$ cat src/rtl/scr_pkg.sv
package scr_pkg;
  localparam int SCR_WORD_W = 30;
  localparam int SCR_DEG    = 58;
  localparam int SCR_TAP    = 39;
  localparam int SCR_COPIES = 3;
endpackage

$ cat src/rtl/scr_maj3.sv
module scr_maj3 #(
  parameter int W = 58
) (
  input  logic [W-1:0] a_i,
  input  logic [W-1:0] b_i,
  input  logic [W-1:0] c_i,
  output logic [W-1:0] y_o
);
  assign y_o = (a_i & b_i) | (a_i & c_i) | (b_i & c_i);
endmodule

$ cat src/rtl/scr_copy_reg.sv
module scr_copy_reg #(
  parameter int W = 58
) (
  input  logic         clk_i,
  input  logic [W-1:0] d_i,
  output logic [W-1:0] q_o
);
  logic [W-1:0] q_q;

  // no reset: only the voted feedback can clear an upset
  always_ff @(posedge clk_i) q_q <= d_i;

  assign q_o = q_q;
endmodule

$ cat src/rtl/scr_tmr_state.sv
module scr_tmr_state #(
  parameter int W = scr_pkg::SCR_DEG
) (
  input  logic         clk_i,
  input  logic         rst_ni,
  input  logic         en_i,
  input  logic [W-1:0] nxt_i,
  output logic [W-1:0] vote_o
);
  localparam int NCOPY = scr_pkg::SCR_COPIES;

  logic [W-1:0] load;
  logic [W-1:0] cp [NCOPY];

  // every copy loads from the voted value, so a lone upset is overwritten
  assign load = en_i ? nxt_i : vote_o;

  for (genvar g = 0; g < NCOPY; g++) begin : gen_copy
    scr_copy_reg #(.W(W)) u_reg (
      .clk_i (clk_i),
      .d_i   (load),
      .q_o   (cp[g])
    );
  end

  scr_maj3 #(.W(W)) u_vote (
    .a_i (cp[0]),
    .b_i (cp[1]),
    .c_i (cp[2]),
    .y_o (vote_o)
  );

  a_r5_mask_ab: assert property (@(posedge clk_i) disable iff (!rst_ni)
    (cp[0] == cp[1]) |-> (vote_o == cp[0]));
  a_r5_mask_ac: assert property (@(posedge clk_i) disable iff (!rst_ni)
    (cp[0] == cp[2]) |-> (vote_o == cp[0]));
  a_r5_mask_bc: assert property (@(posedge clk_i) disable iff (!rst_ni)
    (cp[1] == cp[2]) |-> (vote_o == cp[1]));
  a_r3_hist_hold: assert property (@(posedge clk_i) disable iff (!rst_ni)
    (!en_i && cp[0] == cp[1] && cp[1] == cp[2]) |=> $stable(vote_o));
endmodule

$ cat src/rtl/scr_mix.sv
module scr_mix #(
  parameter int W   = scr_pkg::SCR_WORD_W,
  parameter int DEG = scr_pkg::SCR_DEG,
  parameter int TAP = scr_pkg::SCR_TAP
) (
  input  logic [DEG-1:0] hist_i,   // bit k: scrambled bit k+1 steps back
  input  logic [W-1:0]   data_i,
  output logic [W-1:0]   scr_o,
  output logic [DEG-1:0] hist_nxt_o
);
  for (genvar i = 0; i < W; i++) begin : gen_bit
    logic ta, tb;
    if (i >= TAP) begin : gen_a_word
      assign ta = scr_o[i-TAP];
    end else begin : gen_a_hist
      assign ta = hist_i[TAP-1-i];
    end
    if (i >= DEG) begin : gen_b_word
      assign tb = scr_o[i-DEG];
    end else begin : gen_b_hist
      assign tb = hist_i[DEG-1-i];
    end
    assign scr_o[i] = data_i[i] ^ ta ^ tb;
  end

  for (genvar k = 0; k < DEG; k++) begin : gen_shift
    if (k < W) begin : gen_new
      assign hist_nxt_o[k] = scr_o[W-1-k];
    end else begin : gen_old
      assign hist_nxt_o[k] = hist_i[k-W];
    end
  end
endmodule

$ cat src/rtl/scr_tmr_parallel.sv
module scr_tmr_parallel #(
  parameter int W   = scr_pkg::SCR_WORD_W,
  parameter int DEG = scr_pkg::SCR_DEG,
  parameter int TAP = scr_pkg::SCR_TAP
) (
  input  logic         clk_i,
  input  logic         rst_ni,
  input  logic         valid_i,
  input  logic [W-1:0] data_i,
  output logic         valid_o,
  output logic [W-1:0] data_o
);
  logic [DEG-1:0] hist_v, hist_n;
  logic [W-1:0]   scr;

  scr_tmr_state #(.W(DEG)) u_state (
    .clk_i  (clk_i),
    .rst_ni (rst_ni),
    .en_i   (valid_i),
    .nxt_i  (hist_n),
    .vote_o (hist_v)
  );

  scr_mix #(.W(W), .DEG(DEG), .TAP(TAP)) u_mix (
    .hist_i     (hist_v),
    .data_i     (data_i),
    .scr_o      (scr),
    .hist_nxt_o (hist_n)
  );

  always_ff @(posedge clk_i or negedge rst_ni) begin
    if (!rst_ni) begin
      valid_o <= 1'b0;
      data_o  <= '0;
    end else begin
      valid_o <= valid_i;
      if (valid_i) data_o <= scr;
    end
  end

  a_r2_valid_delay: assert property (@(posedge clk_i) disable iff (!rst_ni)
    $past(rst_ni) |-> (valid_o == $past(valid_i)));
  a_r3_data_hold: assert property (@(posedge clk_i) disable iff (!rst_ni)
    ($past(rst_ni) && !$past(valid_i)) |-> $stable(data_o));

  always @(posedge clk_i) begin
    if (!rst_ni) begin
      a_r4_reset_clear: assert (!valid_o && data_o == '0);
    end
  end
endmodule

$ cat config.mk
export PLATFORM = sky130hd
export DESIGN_NAME = scr_tmr_parallel
export DESIGN_NICKNAME = d
export VERILOG_FILES = /design/src/rtl/scr_pkg.sv /design/src/rtl/scr_maj3.sv /design/src/rtl/scr_copy_reg.sv /design/src/rtl/scr_tmr_state.sv /design/src/rtl/scr_mix.sv /design/src/rtl/scr_tmr_parallel.sv
export SDC_FILE = /design/constraint.sdc
export NUM_CORES = 1
export LEC_CHECK = 0
export BUFFER_PORTS_ARGS = -buffer_cell sky130_fd_sc_hd__buf_4
export CORE_MARGIN = 10
export CORE_UTILIZATION = 40
export CTS_CLUSTER_SIZE = 16
export DETAILED_ROUTE_END_ITERATION = 8
export PLACE_DENSITY_LB_ADDON = 0.3
export SYNTH_ARGS = -nofsm -noshare
export SYNTH_HDL_FRONTEND = slang
export SYNTH_SLANG_ARGS = --single-unit
$ cat constraint.sdc
create_clock -name clk_i -period 2.45 [get_ports clk_i]
set_input_delay 0.245 -clock clk_i [delete_from_list [all_inputs] [get_ports clk_i]]
set_output_delay 0.245 -clock clk_i [all_outputs]
set_load 0.03 [all_outputs]
==> key figures <==
Timing
  • Fin crit period: 1290 ps
  • # setup viols final: 0
  • Achievable Freq: 0.775 GHz
  • RSZ-0062 raised after global routing: no
  • Final WS setup: 1160 ps
  • Worst rel slew slack: 53.4%
  • Slew Viols, Final: 0
  • Final hold vios: 0
  • Clock skew: 10.1 ps
  • TNS Setup: 0 ps
  • Final Cycle Share: 52.7%
  • Worst-Margin Slew: 699 ps

Setup path
  • CP arrival: 1410 ps
  • WP buf/inv: 0
  • Critical path capture point type: register
  • CP peak stage delay: 440 ps
  • Critical path's top delay family: flip-flops
  • Cell with the largest stage delay on the worst path: edfxtp_1
  • Startpoint class of the critical path: register
  • Crit Path Category: reg -> reg
  • Critical Path, Cell by Cell: xor3_1, and2_1
  • CP Max Fanout: 2
  • CP Data Required Time: 2570 ps

GRT
  • Total Routing Usage GR: 9.96%
  • Grt ovf: 0
  • Vias in the first global route: 2115
  • Largest net degree at the start of global routing: 63
  • First-pass GRT wire length: 11.2 mm
  • Initial antenna violation count: 0

Drt
  • Final ANT Viol Nets: 0
  • Via density: 4.46
  • Via count: 2005
  • Drt first pass iters: 4
  • DR WL/cell: 15.6 um
  • DR DRC count: 0
  • DR iter-0 viols: 117
  • Routed Wire Length: 7.01 mm

Placement
  • DP Wirelength: 5.02 mm
  • Area after DPL: 4660 um2
  • Inst Count DP: 433
  • Gpl congestion: 0.709
  • Setup WS pre-CTS: 973 ps
  • PortBufs: 63

Clock network
  • Post-CTS sizing: 0
  • Worst-Skew Late Latency: 360 ps
  • Clock transition at the registers of the reported paths: 90 ps
  • CTS sink cnt: 89
  • H-tree depth: 3
  • Num CTS Buffers: 9
  • Root buffer cell: clkbuf_8
  • TritonCTS clock tree: yes
  • Max clock buf depth: 2
  • Post-CTS setup buffers: 0

Synth
  • Mapped Area: 4030 um2
  • Avg Inst Size Synth: 16.7 um2
  • Seq/Total Area, Yosys: 62.4%
  • Leading cell type by number of instances after synthesis: edfxtp_1
  • Top cell type's share of synthesized area: 43.2%
  • Top FF cell, synth: edfxtp_1
  • Largest family of logic cells by synthesized area: XOR/XNOR gates
  • Compound-cell area share of the yosys netlist: 0%
  • Post-synthesis mux area share: 7.69%
  • Distinct cell type count after synthesis: 15
  • Syn_nets: 275
  • Largest area contributor in the netlist: edfxtp_1
  • Commonest cells in the netlist: 58 x edfxtp_1, 32 x and2_1, 31 x dfrtp_1
  • Top cells by area, synth: edfxtp_1 43%, dfrtp_1 19%, xnor3_1 14%
  • Post-synthesis adder-cell area fraction: 0%
  • Post-synthesis async set-or-reset flop share: 34.8%
  • Synth Instances: 242
  • Synth warnings: 0
  • Xor/xnor cell area share of the yosys netlist: 16.9%
  • EDFF count, synth: 58
  • Post-Synth Simple-Gate Area: 9.03%
  • Synthesized flop and latch total: 89

Layout
  • Finished Cell Area: 4880 um2
  • FILL cells: 869
  • N_diodes: 0
  • Fraction of final layout cells with drive strength greater than 1: 28.1%
  • Area added between synthesis and finish: 21.1%
  • Layout Cells excl Fill: 450
  • Nets: 345

Die
  • # rows: 36
  • Die width: 120 um
  • Die Y: 120 um
  • I/O pins: 64
  • Initial Util: 41.1%
  • Die ar.: 14500 um2
  • CORE AREA: 9820 um2

Power
  • PwrDens: 824 nW/um2
  • Pleak: 2.29 nW
  • Total power: 0.00403 W
  • Peak VDD IR: 0.000314 V

Flow run
  • Maxcap violations: 0

Min path
  • Hold Path Class: in -> reg

Run status
  • Status: complete, no violations
## cell type report
class | instances | area [um2] | share of cell area [%]
clock buffers | 9 | 124 | 2.54
clock inverters | 7 | 93.8 | 1.92
repair buffers | 69 | 533 | 10.9
well taps | 133 | 166 | 3.41
multi-input cells | 118 | 1360 | 27.8
flip-flops and latches | 89 | 2520 | 51.5
inverters | 25 | 93.8 | 1.92
## path summary, 6_finish.rpt
path / start / end / slack, ps / depth (start not counted)
worst min register to register: data_o[19]$_DFFE_PN0P_ / data_o[19]$_DFFE_PN0P_ / 510 / 1
worst max register to register: u_state.gen_copy[0].u_reg.q_o[38]$_DFFE_PP_ / u_state.gen_copy[0].u_reg.q_o[10]$_DFFE_PP_ / 1160 / 2
min in group asynchronous: rst_ni / data_o[7]$_DFFE_PN0P_ / 380 / 2
worst min-delay path: data_i[22] / data_o[22]$_DFFE_PN0P_ / 230 / 3
worst max-delay path: u_state.gen_copy[0].u_reg.q_o[38]$_DFFE_PP_ / u_state.gen_copy[0].u_reg.q_o[10]$_DFFE_PP_ / 1160 / 2
max in group asynchronous: rst_ni / data_o[25]$_DFFE_PN0P_ / 1750 / 2
## tightest hold or removal path, cell delays in order
cell and delay, ps:
buf_4 80, xnor3_1 150, mux2i_1 80
## timing repair
item                                   in CTS  in global routing
hold buffers                                1                  0
setup endpoints to repair                   0                  0
endpoints found under the hold margin      31                  0
## routing by layer
metal | up-vias | GRT usage (%) | routed length (um)
met5 | - | 0 | 0
met4 | 0 | 5.43 | 163
met2 | 69 | 14.6 | 3130
li1 | 964 | - | -
met1 | 961 | 12.7 | 3140
met3 | 11 | 3.44 | 577
## metrics by stage
step           hold WS [ps]  util [%]
6_report                230      49.7
2_1_floorplan         -50.6         -
4_1_cts                 224      49.7
3_3_place_gp            223      47.4
3_5_place_dp            229      47.4
5_1_grt                 221      49.7
## flip-flops by register name, indices dropped and copies added, names as in the netlist
register                    cells
valid_o                         1
data_o                         30
u_state.gen_copy.u_reg.q_o     58
## power by group
group / internal [W] / total [W] / switching [W]
Sequential: 0.00183 / 0.00194 / 0.000111
Combinational: 0.000464 / 0.000971 / 0.000507
Clock: 0.000575 / 0.00111 / 0.000538
Total: 0.00287 / 0.00403 / 0.00116
## kinds of logic (layout without fill, tap and decap cells)
logic type    after synthesis  count (layout)
flops                      89              89
simple gates               58              58
buf+inv                    35             110
xor+xnor                   30              30
mux                        30              30
## placed cells by master, fill, tap and decap left out, drive strengths merged
| master | netlist | routed |
|---|---|---|
| buf | 5 | 68 |
| edfxtp | 58 | 58 |
| and2 | 33 | 33 |
| dfrtp | 31 | 31 |
| inv | 25 | 26 |
| xnor3 | 25 | 25 |
| nor2b | 25 | 25 |
| mux2i | 25 | 25 |
| clkbuf | 5 | 9 |
| xor3 | 5 | 5 |
| mux2 | 5 | 5 |
| clkinv | 0 | 3 |
| bufinv | 0 | 2 |
| clkinvlp | 0 | 1 |
| dlygate4sd3 | 0 | 1 |
Note: power is estimated with default switching activity, not from simulation.
